$ cat src/rtl/lim_pkg.sv
package lim_pkg;
  typedef enum logic {
    LINK_PASS = 1'b0,
    LINK_FAIL = 1'b1
  } link_st_e;
endpackage

$ cat src/rtl/lim_tick_gen.sv
module lim_tick_gen #(
  parameter int DIV = 20
) (
  input  logic clk,
  input  logic rst,
  output logic tick_o
);
  localparam int W = (DIV > 1) ? $clog2(DIV) : 1;
  localparam logic [W-1:0] LAST = W'(DIV - 1);

  logic [W-1:0] cnt_q;

  always_ff @(posedge clk) begin
    if (rst) begin
      cnt_q <= '0;
    end else if (cnt_q == LAST) begin
      cnt_q <= '0;
    end else begin
      cnt_q <= cnt_q + 1'b1;
    end
  end

  assign tick_o = (cnt_q == LAST);
endmodule

$ cat src/rtl/lim_tx_pulse.sv
module lim_tx_pulse #(
  parameter int PERIOD     = 16000,
  parameter int WIDTH_CLKS = 2
) (
  input  logic clk,
  input  logic rst,
  input  logic tick_i,
  output logic pulse_o
);
  localparam int TW = (PERIOD > 1) ? $clog2(PERIOD) : 1;
  localparam int RW = $clog2(WIDTH_CLKS + 1);
  localparam logic [TW-1:0] T_LAST = TW'(PERIOD - 1);
  localparam logic [RW-1:0] R_LOAD = RW'(WIDTH_CLKS - 1);

  logic [TW-1:0] per_q;
  logic [RW-1:0] rem_q;
  logic          start;

  assign start = tick_i && (per_q == T_LAST);

  always_ff @(posedge clk) begin
    if (rst) begin
      per_q   <= '0;
      rem_q   <= '0;
      pulse_o <= 1'b0;
    end else begin
      if (tick_i) begin
        per_q <= start ? '0 : per_q + 1'b1;
      end
      if (start) begin
        rem_q   <= R_LOAD;
        pulse_o <= 1'b1;
      end else if (rem_q != '0) begin
        rem_q   <= rem_q - 1'b1;
        pulse_o <= 1'b1;
      end else begin
        pulse_o <= 1'b0;
      end
    end
  end
endmodule

$ cat src/rtl/lim_rx_qual.sv
module lim_rx_qual #(
  parameter int MIN_GAP = 4000,
  parameter int MAX_GAP = 100000
) (
  input  logic clk,
  input  logic rst,
  input  logic tick_i,
  input  logic pulse_i,
  output logic accept_o,
  output logic close_o,
  output logic far_o
);
  localparam int GW = $clog2(MAX_GAP + 2);
  localparam logic [GW-1:0] G_MIN = GW'(MIN_GAP);
  localparam logic [GW-1:0] G_MAX = GW'(MAX_GAP);
  localparam logic [GW-1:0] G_SAT = GW'(MAX_GAP + 1);

  logic [GW-1:0] gap_q;

  assign accept_o = pulse_i && (gap_q >= G_MIN);
  assign close_o  = pulse_i && (gap_q <  G_MIN);
  assign far_o    = (gap_q > G_MAX);

  always_ff @(posedge clk) begin
    if (rst) begin
      gap_q <= '0;
    end else if (accept_o) begin
      gap_q <= '0;
    end else if (tick_i && (gap_q != G_SAT)) begin
      gap_q <= gap_q + 1'b1;
    end
  end
endmodule

$ cat src/rtl/lim_core.sv
module lim_core #(
  parameter int CLK_DIV     = 20,
  parameter int TX_PERIOD   = 16000,
  parameter int TX_WIDTH    = 2,
  parameter int MIN_GAP     = 4000,
  parameter int MAX_GAP     = 100000,
  parameter int FAIL_TIME   = 100000,
  parameter int GOOD_PULSES = 4
) (
  input  logic clk,
  input  logic rst,
  input  logic rx_pulse_i,
  input  logic rx_pkt_done_i,
  input  logic tx_busy_i,
  input  logic rx_busy_i,
  input  logic lt_dis_i,
  output logic lp_tx_o,
  output logic link_ok_n_o,
  output logic link_fail_o
);
  import lim_pkg::*;

  localparam int IW = (FAIL_TIME > 1) ? $clog2(FAIL_TIME) : 1;
  localparam int RW = $clog2(GOOD_PULSES + 1);
  localparam logic [IW-1:0] I_LAST = IW'(FAIL_TIME - 1);
  localparam logic [RW-1:0] R_FULL = RW'(GOOD_PULSES);

  logic          tick;
  logic          acc, close, far;
  link_st_e      st_q, st_d;
  logic [RW-1:0] run_q, run_d;
  logic          pkt_q, pkt_d;
  logic [IW-1:0] idle_q, idle_d;

  lim_tick_gen #(.DIV(CLK_DIV)) u_tick (
    .clk(clk), .rst(rst), .tick_o(tick)
  );

  lim_tx_pulse #(.PERIOD(TX_PERIOD), .WIDTH_CLKS(TX_WIDTH)) u_tx (
    .clk(clk), .rst(rst), .tick_i(tick), .pulse_o(lp_tx_o)
  );

  lim_rx_qual #(.MIN_GAP(MIN_GAP), .MAX_GAP(MAX_GAP)) u_rxq (
    .clk(clk), .rst(rst), .tick_i(tick), .pulse_i(rx_pulse_i),
    .accept_o(acc), .close_o(close), .far_o(far)
  );

  always_comb begin
    st_d   = st_q;
    run_d  = run_q;
    pkt_d  = pkt_q;
    idle_d = idle_q;
    if (lt_dis_i) begin
      st_d   = LINK_PASS;
      run_d  = '0;
      pkt_d  = 1'b0;
      idle_d = '0;
    end else if (st_q == LINK_PASS) begin
      if (acc || rx_pkt_done_i) begin
        idle_d = '0;
      end else if (tick) begin
        if (idle_q == I_LAST) begin
          st_d   = LINK_FAIL;
          run_d  = '0;
          pkt_d  = 1'b0;
          idle_d = '0;
        end else begin
          idle_d = idle_q + 1'b1;
        end
      end
    end else begin
      if (((run_q == R_FULL) || pkt_q) && !tx_busy_i && !rx_busy_i) begin
        st_d   = LINK_PASS;
        run_d  = '0;
        pkt_d  = 1'b0;
        idle_d = '0;
      end else begin
        if (close) begin
          run_d = '0;
        end else if (acc) begin
          if ((run_q == '0) || far) begin
            run_d = RW'(1);
          end else if (run_q != R_FULL) begin
            run_d = run_q + 1'b1;
          end
        end
        if (rx_pkt_done_i) begin
          pkt_d = 1'b1;
        end
      end
    end
  end

  always_ff @(posedge clk) begin
    if (rst) begin
      st_q        <= LINK_FAIL;
      run_q       <= '0;
      pkt_q       <= 1'b0;
      idle_q      <= '0;
      link_fail_o <= 1'b1;
      link_ok_n_o <= 1'b1;
    end else begin
      st_q        <= st_d;
      run_q       <= run_d;
      pkt_q       <= pkt_d;
      idle_q      <= idle_d;
      link_fail_o <= (st_d == LINK_FAIL);
      link_ok_n_o <= (st_d != LINK_PASS);
    end
  end
endmodule

$ cat config.mk
export PLATFORM = sky130hd
export DESIGN_NAME = lim_core
export DESIGN_NICKNAME = d
export VERILOG_FILES = /design/src/rtl/lim_pkg.sv /design/src/rtl/lim_tick_gen.sv /design/src/rtl/lim_tx_pulse.sv /design/src/rtl/lim_rx_qual.sv /design/src/rtl/lim_core.sv
export SDC_FILE = /design/constraint.sdc
export NUM_CORES = 1
export LEC_CHECK = 0
export BUFFER_PORTS_ARGS = -buffer_cell sky130_fd_sc_hd__buf_2
export CAP_MARGIN = 15
export CORE_ASPECT_RATIO = 1.5
export CORE_MARGIN = 2
export CORE_UTILIZATION = 30
export CTS_CLUSTER_DIAMETER = 30
export DETAILED_ROUTE_END_ITERATION = 10
export SYNTH_ARGS = -nofsm -noshare
export SYNTH_HDL_FRONTEND = slang
export SYNTH_SLANG_ARGS = --single-unit
$ cat constraint.sdc
create_clock -name clk -period 2.7 [get_ports clk]
set_clock_uncertainty 0.15 [all_clocks]
set_input_delay 0 -clock clk [delete_from_list [all_inputs] [get_ports clk]]
set_output_delay 0 -clock clk [all_outputs]
set_load 0.1 [all_outputs]
# After elaboration in Yosys (flattened, before gate mapping)
# Index checks and enable logic that the tools add are counted.
# word_totals
elab_cells	85
input_bits	7
output_inout_bits	3
ff_bits	61
# op_classes
n_reduce_logical	24
n_lt_le_gt_ge	3
eq_ne	11
addsub	6
n_mux	31
# ops
op	count
17-bit two-way mux	5
17-bit by 1-bit adder with 17-bit output, second input constant	2
3-bit two-way mux	9
17-bit == test, second input constant	1
17-bit by 12-bit greater-or-equal comparator with 1-bit output, second input constant	1
17-bit greater-than comparator, second input constant	1
17-bit by 12-bit < comparator with 1-bit output, second input constant	1
17-bit != test, second input constant	1
1-bit two-way mux	16
14-bit by 1-bit adder with 14-bit output, second input constant	1
14-bit == test, second input constant	1
14-bit two-way mux	1
2-bit nonzero test	4
2-bit OR reduction	4
1-bit logical AND	6
5-bit by 1-bit adder with 5-bit output, second input constant	1
5-bit == test, second input constant	1
5-bit by 2-bit != test with 1-bit output, second input constant	1
5-bit AND reduction	1
4-bit by 3-bit != test with 1-bit output, second input constant	1
4-bit AND reduction	1
3-bit by 1-bit adder with 3-bit output, second input constant	1
3-bit == test, second input constant	1
3-bit zero test	1
9 further kinds	12

# Depth between registers and ports, before layout
# Gate-level depths: netlist of the first run.
# logic_depth
ltp_word	7
ltp_mapped	9

# Modules after synthesis
# A second synthesis of the first run with hierarchy kept.
# unflattened
hier_cells	379
hier_area_um2	3231.8
# by_module_without_submodules
module	cells_per_inst	n_inst	seq_area_each_um2	area_per_inst_um2
lim_core	162	1	440.4	1312.5
lim_rx_qual	112	1	340.3	937.1
lim_tx_pulse	83	1	340.3	767.0
lim_tick_gen	22	1	100.1	215.2

# Worst setup path before layout of the first run
# No wires, ideal clock.
# synth_path
kind	flip-flop to flip-flop
start	register st_q
end	register run_q[0]
path_stages_with_launch	7
arrival_time_ns	2.310
period_less_slack_ns	2.532
required_ns	2.478
setup_time_ns	0.072
setup_slack_ns	0.168
path_cell_list	dfxtp_1 -> bufbuf_16 -> inv_1 -> o41ai_4 -> o221ai_2 -> a311oi_2 -> mux2i_1
# synth_between
elab_chain_len	2
elab_cells_between_ends	7
# synth_lines
element	line_no	text
from (decl)	lim_core.sv:30	link_st_e st_q, st_d;
from (signal assigned)	lim_core.sv:103	st_q <= st_d;
5-bit by 2-bit != test with 1-bit output (no line), or another cell as far along	n/a	
5-bit AND reduction (no line)	n/a	
to (signal assigned)	lim_core.sv:104	run_q <= run_d;
to (decl)	lim_core.sv:31	logic [RW-1:0] run_q, run_d;
# Several ways; a longest one is shown, not always the timed one.
# A chain may end at the register's enable or synchronous reset.

# Worst setup path after layout of the first run
# layout_path
start	register u_rxq.gap_q[12]
end	register idle_q[15]
# layout_between
elab_chain_len	5
elab_cells_between_ends	7
# layout_lines
element	line_no	text
from (decl)	lim_rx_qual.sv:18	logic [GW-1:0] gap_q;
from (signal assigned)	lim_rx_qual.sv:30	gap_q <= gap_q + 1'b1;
17-bit by 12-bit greater-or-equal comparator with 1-bit output (*)	lim_rx_qual.sv:20	assign accept_o = pulse_i && (gap_q >= G_MIN);
1-bit logical AND (*)	lim_rx_qual.sv:20	
1-bit logical OR (*)	lim_core.sv:59	if (acc || rx_pkt_done_i) begin
3-bit nonzero test (no line) / 17-bit two-way mux (equally long branches)	n/a	
2-bit AND reduction (no line) / 17-bit two-way mux (equally long branches)	n/a	
to (signal assigned)	lim_core.sv:106	idle_q <= idle_d;
to (decl)	lim_core.sv:33	logic [IW-1:0] idle_q, idle_d;
# Every way passes the cells marked *; elsewhere a longest branch is shown, timed or not.

==> results of run 1 <==
-- logic make-up (layout without fill, tap and decap cells) --
| logic type | Yosys count | count (layout) | share of synthesized area [%] |
|---|---|---|---|
| flip-flops | 61 | 61 | 38.6 |
| XOR/XNOR | 30 | 30 | 8.30 |
| adder cells (fa/ha/maj) | 9 | 9 | 3.56 |
| AND/OR/NAND/NOR | 178 | 178 | 28.8 |
| AO/OA/AOI/OAI | 56 | 56 | 12.5 |
| buffers and inverters | 21 | 50 | 4.07 |
| multiplexers | 13 | 13 | 4.19 |
-- worst max-delay path, stage by stage (launching register included) --
cell and delay [ns]:
dfxtp_1 0.34, or3_1 0.43, a2111oi_4 0.48, o21ai_2 0.24
nor2_2 0.38, o21a_1 0.19, o22a_1 0.12
-- how the worst max path moves through the flow --
| stage | startpoint | to | slack (ns) | depth (start not counted) |
|---|---|---|---|---|
| floorplan | st_q | run_q[0] | 0.17 | 6 |
| global placement | u_rxq.gap_q[12] | run_q[2] | 0.38 | 6 |
| detailed placement | u_rxq.gap_q[12] | idle_q[15] | 0.36 | 6 |
| CTS | u_rxq.gap_q[12] | idle_q[15] | 0.33 | 6 |
| global route | u_rxq.gap_q[12] | idle_q[13] | 0.13 | 6 |
| finish | u_rxq.gap_q[12] | idle_q[15] | 0.32 | 6 |
-- stage by stage --
stage               instances  hold WS, ns
global route              538        0.325
detailed placement        515        0.176
floorplan                 368       0.0114
finish                    538        0.313
global placement          515        0.153
CTS                       538        0.313
-- report_power, final --
part	internal (mW)	switching (mW)	leakage, nW	total [mW]
Clock	0.802	0.393	0.153	1.19
Sequential	0.924	0.0148	0.493	0.939
Combinational	0.0672	0.126	0.687	0.193
Total	1.79	0.533	1.33	2.33
-- state kept, by name (all words and copies together) (netlist names) --
name	flops
u_tick.cnt_q	5
run_q	3
u_tx.per_q	14
u_tx.pulse_o	1
st_q	1
pkt_q	1
idle_q	17
u_rxq.gap_q	17
u_tx.rem_q	2
-- cells in the final DEF (no fill, tap or decap), types with 3 or more instances in the layout --
cell           synthesis  final
dfxtp_1               61     61
nor2_1                46     46
nand2_1               36     36
nand3_1               23     23
o21ai_0               20     20
nor3_1                19     19
xor2_1                18     18
a21oi_1               17     17
nand4_1               14     14
inv_1                 12     12
xnor2_1               12     12
mux2i_1               11     11
and3_1                10     10
ha_1                   9      9
clkbuf_16              0      9
buf_2                  0      9
dlygate4sd3_1          0      7
buf_4                  3      6
nand2b_1               4      4
or3_1                  3      3
nor4bb_1               3      3
nor4_1                 3      3
clkinv_2               0      3
-- metal layers --
layer,routed length [um],GRT usage (%),vias up,share of wire [%]
met3,192,3.04,11,2.9
li1,-,-,1356,-
met2,3320,21.9,40,51
met4,148,6.33,0,2.3
met1,2870,13.3,1228,44
met5,0,0,-,0
-- cell type report --
type | count | area, sq um
clock buffers | 11 | 233
clock inverters | 5 | 75.1
fillers | 1018 | 6470
inverters | 12 | 45.0
multi-input cells | 286 | 1810
flip-flops and latches | 61 | 1220
well taps | 141 | 176
repair buffers | 22 | 160
==> impl_metrics.ini, run 1 <==
[status]
outcome = finished, final reports clean

[die]
die_height_um = 130
rows = 45
die_w_um = 87.9
dieArea_sq_um = 11400
start_util_pct = 31.0
coreArea_sq_um = 10200
boundaryPins = 10

[timing]
report.final.hold_viol_count = 0
max-slew-margin-rel_pct = 60.3
worst_pin_slew_ns = 0.592
slew_violations = 0
fin_crit_ns = 2.38
grt_setup_unrepaired = false
tns_ns = 0
fin_ws_ns = 0.318
fin_crit_sh_pct = 88.2
setup_violations = 0
fmax_ghz = 0.420

[route]
avgRoutedWirePerCell_um = 12.1
drt-pass1-iter-count = 4
wirelength_um = 6520
drtIter0Drc = 105
vias = 2635
ant_nets = 0
vias_per_cell = 4.90
drcViolationCount = 0

[yosys]
yosysMostFrequentCell = dfxtp_1
netlist_area_sq_um = 3160
synth_top_area_cell = dfxtp_1
synth.avg_cell_area_sq_um = 8.60
synth_seq_cells = 61
ys_types = 56
syn-num-nets = 384
yosysWarnings = 0
synthDominantCellAreaShare_pct = 38.6
ys_seq_area_share_pct = 38.6
async_flop_share_pct = 0
synth_area_leaders = dfxtp_1, nor2_1, xor2_1, nand2_1, nand3_1
netlist_top_cells_count = dfxtp_1, nor2_1, nand2_1
syn_inst = 368
synth_flop_cell = dfxtp_1
synth-edff-count = 0

[power]
leakagePower_nw = 1.33
total_power_mw = 2.33
vdd_drop_max_uv = 242
power_density_nw_per_um2 = 625

[finish]
postLayoutCoreUtil_pct = 36.6
diodes = 0
drive_gt1_share_pct = 11.1
nets = 408
area_growth_pct = 17.7
design_area_sq_um = 3720

[grt]
grt_pass1_wl_um = 11200
grt_overflow_total = 0
antenna_found_initial = 0
grt_pass1_vias = 2566
grt_util_all_layers_pct = 12.3
grt_max_degree = 18

[cts]
clock_sinks = 61
root_buffer = clkbuf_16
worstSkewPairLatency_ns = 0.33
numCtsBuffers = 9
cts_buffer_depth = 2
htreeDepth = 3
cts_tree = yes
post_cts_resize_count = 0
clkTransAtPathRegs_ns = 0.05
cts_hold_buf = 7
cts_setup_buffers = 0

[hold_path]
hp-class = register to register
holdPathStages = 1
whs_endpoint = u_tick.cnt_q[0]
holdCritStartpoint = u_tick.cnt_q[0]

[placed_design]
gp_congestion = 0.837
port_buffers = 9
place_area_sq_um = 3350
dp_slack_ns = 0.357
hpwl_um = 4660

[critical_path]
r2r_slack_ns = 0.32
critPathRequiredTime_ns = 2.82
worstPathMaxFanout = 9
start_kind = register
worstPathArrival_ns = 2.50
reg2regPathDepth = 6
crit_type = register to register
worstReg2RegStart = u_rxq.gap_q[12]
r2r-end = idle_q[15]
end_kind = register

[run]
drv_cap = 0
Note: power is estimated with default switching activity, not from simulation.
==> run 2: changes to the inputs <==
--- a/config.mk
+++ b/config.mk
@@ -7,11 +7,12 @@
 export LEC_CHECK = 0
 export BUFFER_PORTS_ARGS = -buffer_cell sky130_fd_sc_hd__buf_2
 export CAP_MARGIN = 15
-export CORE_ASPECT_RATIO = 1.5
+export CORE_ASPECT_RATIO = 2
 export CORE_MARGIN = 2
 export CORE_UTILIZATION = 30
 export CTS_CLUSTER_DIAMETER = 30
 export DETAILED_ROUTE_END_ITERATION = 10
+export GPL_TIMING_DRIVEN = 0
 export SYNTH_ARGS = -nofsm -noshare
 export SYNTH_HDL_FRONTEND = slang
 export SYNTH_SLANG_ARGS = --single-unit
==> impl_metrics.ini, run 2 (synthesis results as in run 1) <==
[timing]
report.final.hold_viol_count = 0
max-slew-margin-rel_pct = 55.9
grt_setup_unrepaired = false
tns_ns = 0
worst_pin_slew_ns = 0.658
fmax_ghz = 0.416
fin_crit_ns = 2.40
setup_violations = 0
slew_violations = 0
fin_crit_sh_pct = 89.0

[finish]
layout_commonest_cell = dfxtp_1
diodes = 0
top_regs = idle_q: 17 flops, u_rxq.gap_q: 17 flops, u_tx.per_q: 14 flops
nets = 412
area_growth_pct = 19.3
design_area_sq_um = 3780
drive_gt1_share_pct = 12.2
final_cell_mix = dfxtp_1, nor2_1, nand2_1

[cts]
htreeDepth = 3
clkTransAtPathRegs_ns = 0.06
clock_sinks = 61
worstSkewPairLatency_ns = 0.33
numCtsBuffers = 9
root_buffer = clkbuf_16
cts_tree = yes
cts_buffer_depth = 2

[critical_path]
worstReg2RegStart = u_rxq.gap_q[12]
start_kind = register
r2r-end = idle_q[9]
worstPathMaxFanout = 10
critPathRequiredTime_ns = 2.81
worstPathArrival_ns = 2.51
cp-endpoint = idle_q[9]
end_kind = register
reg2regPathDepth = 7
r2r_slack_ns = 0.30
crit_type = register to register
crit_path_start = u_rxq.gap_q[12]

[grt]
grt_pass1_vias = 2645
grt_overflow_total = 0
grt_util_all_layers_pct = 13.3
grt_max_degree = 11
grt_pass1_wl_um = 12000
antenna_found_initial = 0

[power]
total_power_mw = 2.33
leakagePower_nw = 1.36
vdd_drop_max_uv = 343
power_density_nw_per_um2 = 616

[route]
drcViolationCount = 0
drtIter0Drc = 127
ant_nets = 0
drt-pass1-iter-count = 4
vias_per_cell = 4.98
vias = 2678
wirelength_um = 7150
avgRoutedWirePerCell_um = 13.3

[run]
drv_cap = 0

[placed_design]
hpwl_um = 5200
place_area_sq_um = 3380
port_buffers = 9
gp_congestion = 0.795

[hold_path]
hp-class = register to register

[die]
die_height_um = 149
die_w_um = 76.6
boundaryPins = 10
dieArea_sq_um = 11400
coreArea_sq_um = 10400
start_util_pct = 30.4
rows = 53

[status]
outcome = finished, final reports clean
-- run 2: changes by cell type in the layout (fill, tap and decap cells not counted) --
cell,delta
bufinv_16,-1
o31ai_1,-1
dlygate4sd3_1,-1
clkinv_2,-2
clkbuf_1,+1
o31ai_2,+1
buf_4,-1
clkbuf_2,+2
bufbuf_16,+1
clkinvlp_4,+1
clkbuf_8,+4
-- run 2: where the power goes --
group	leakage (nW)	switching, mW	internal [mW]
sequential	0.493	0.0128	0.924
combinational	0.719	0.135	0.0767
clock	0.152	0.392	0.787
-- run 2: what timing repair did --
item	4_1_cts	5_1_grt
setup endpoints to repair	3	32
pin swaps	1	2
gates resized for setup	0	5
buffers inserted	1	1
gates cloned	0	0
hold endpoints to repair	5	0
hold buffers	6	0
-- run 2: critical path: stages, from the launching register on --
cell and delay (ns):
dfxtp_1 0.34, or3_1 0.45, a2111oi_4 0.36, o21ai_2 0.25
nor3_4 0.29, buf_4 0.24, nand3_1 0.09, mux2i_1 0.16
-- run 2: worst min path at each step --
stage                    startpoint              end  slack (ns)  cells after the start
finish              u_tick.cnt_q[0]  u_tick.cnt_q[0]        0.32                      1
global route             idle_q[16]       idle_q[16]        0.34                      1
CTS                 u_tick.cnt_q[0]  u_tick.cnt_q[0]        0.32                      1
detailed placement         lt_dis_i             st_q        0.15                      2
global placement           lt_dis_i             st_q        0.15                      2
floorplan                  lt_dis_i             st_q        0.01                      1
-- run 2: through the flow --
step	setup slack, ns	hold slack, ns	util (%)	std cells
floorplan	0.168	0.0114	-	368
global placement	-0.100	0.146	32.5	514
detailed placement	-0.149	0.147	32.5	514
CTS	0.00916	0.322	36.1	537
global route	0.0189	0.344	36.3	538
finish	0.297	0.321	36.3	538
-- run 2: cell type report --
| type | count | area [sq um] |
|---|---|---|
| fillers | 1087 | 6640 |
| multi-input cells | 286 | 1820 |
| flip-flops and latches | 61 | 1220 |
| clock buffers | 13 | 270 |
| well taps | 137 | 171 |
| repair buffers | 17 | 120 |
| plain buffers | 9 | 86.3 |
| inverters | 12 | 45.0 |
| clock inverters | 3 | 42.5 |
-- run 2: routing by layer --
layer  global-route usage [%]  part of all wire, %
met1                     12.9                   39
met3                     2.54                  2.0
met5                        0                    0
met2                     25.8                   56
met4                     7.73                  3.0
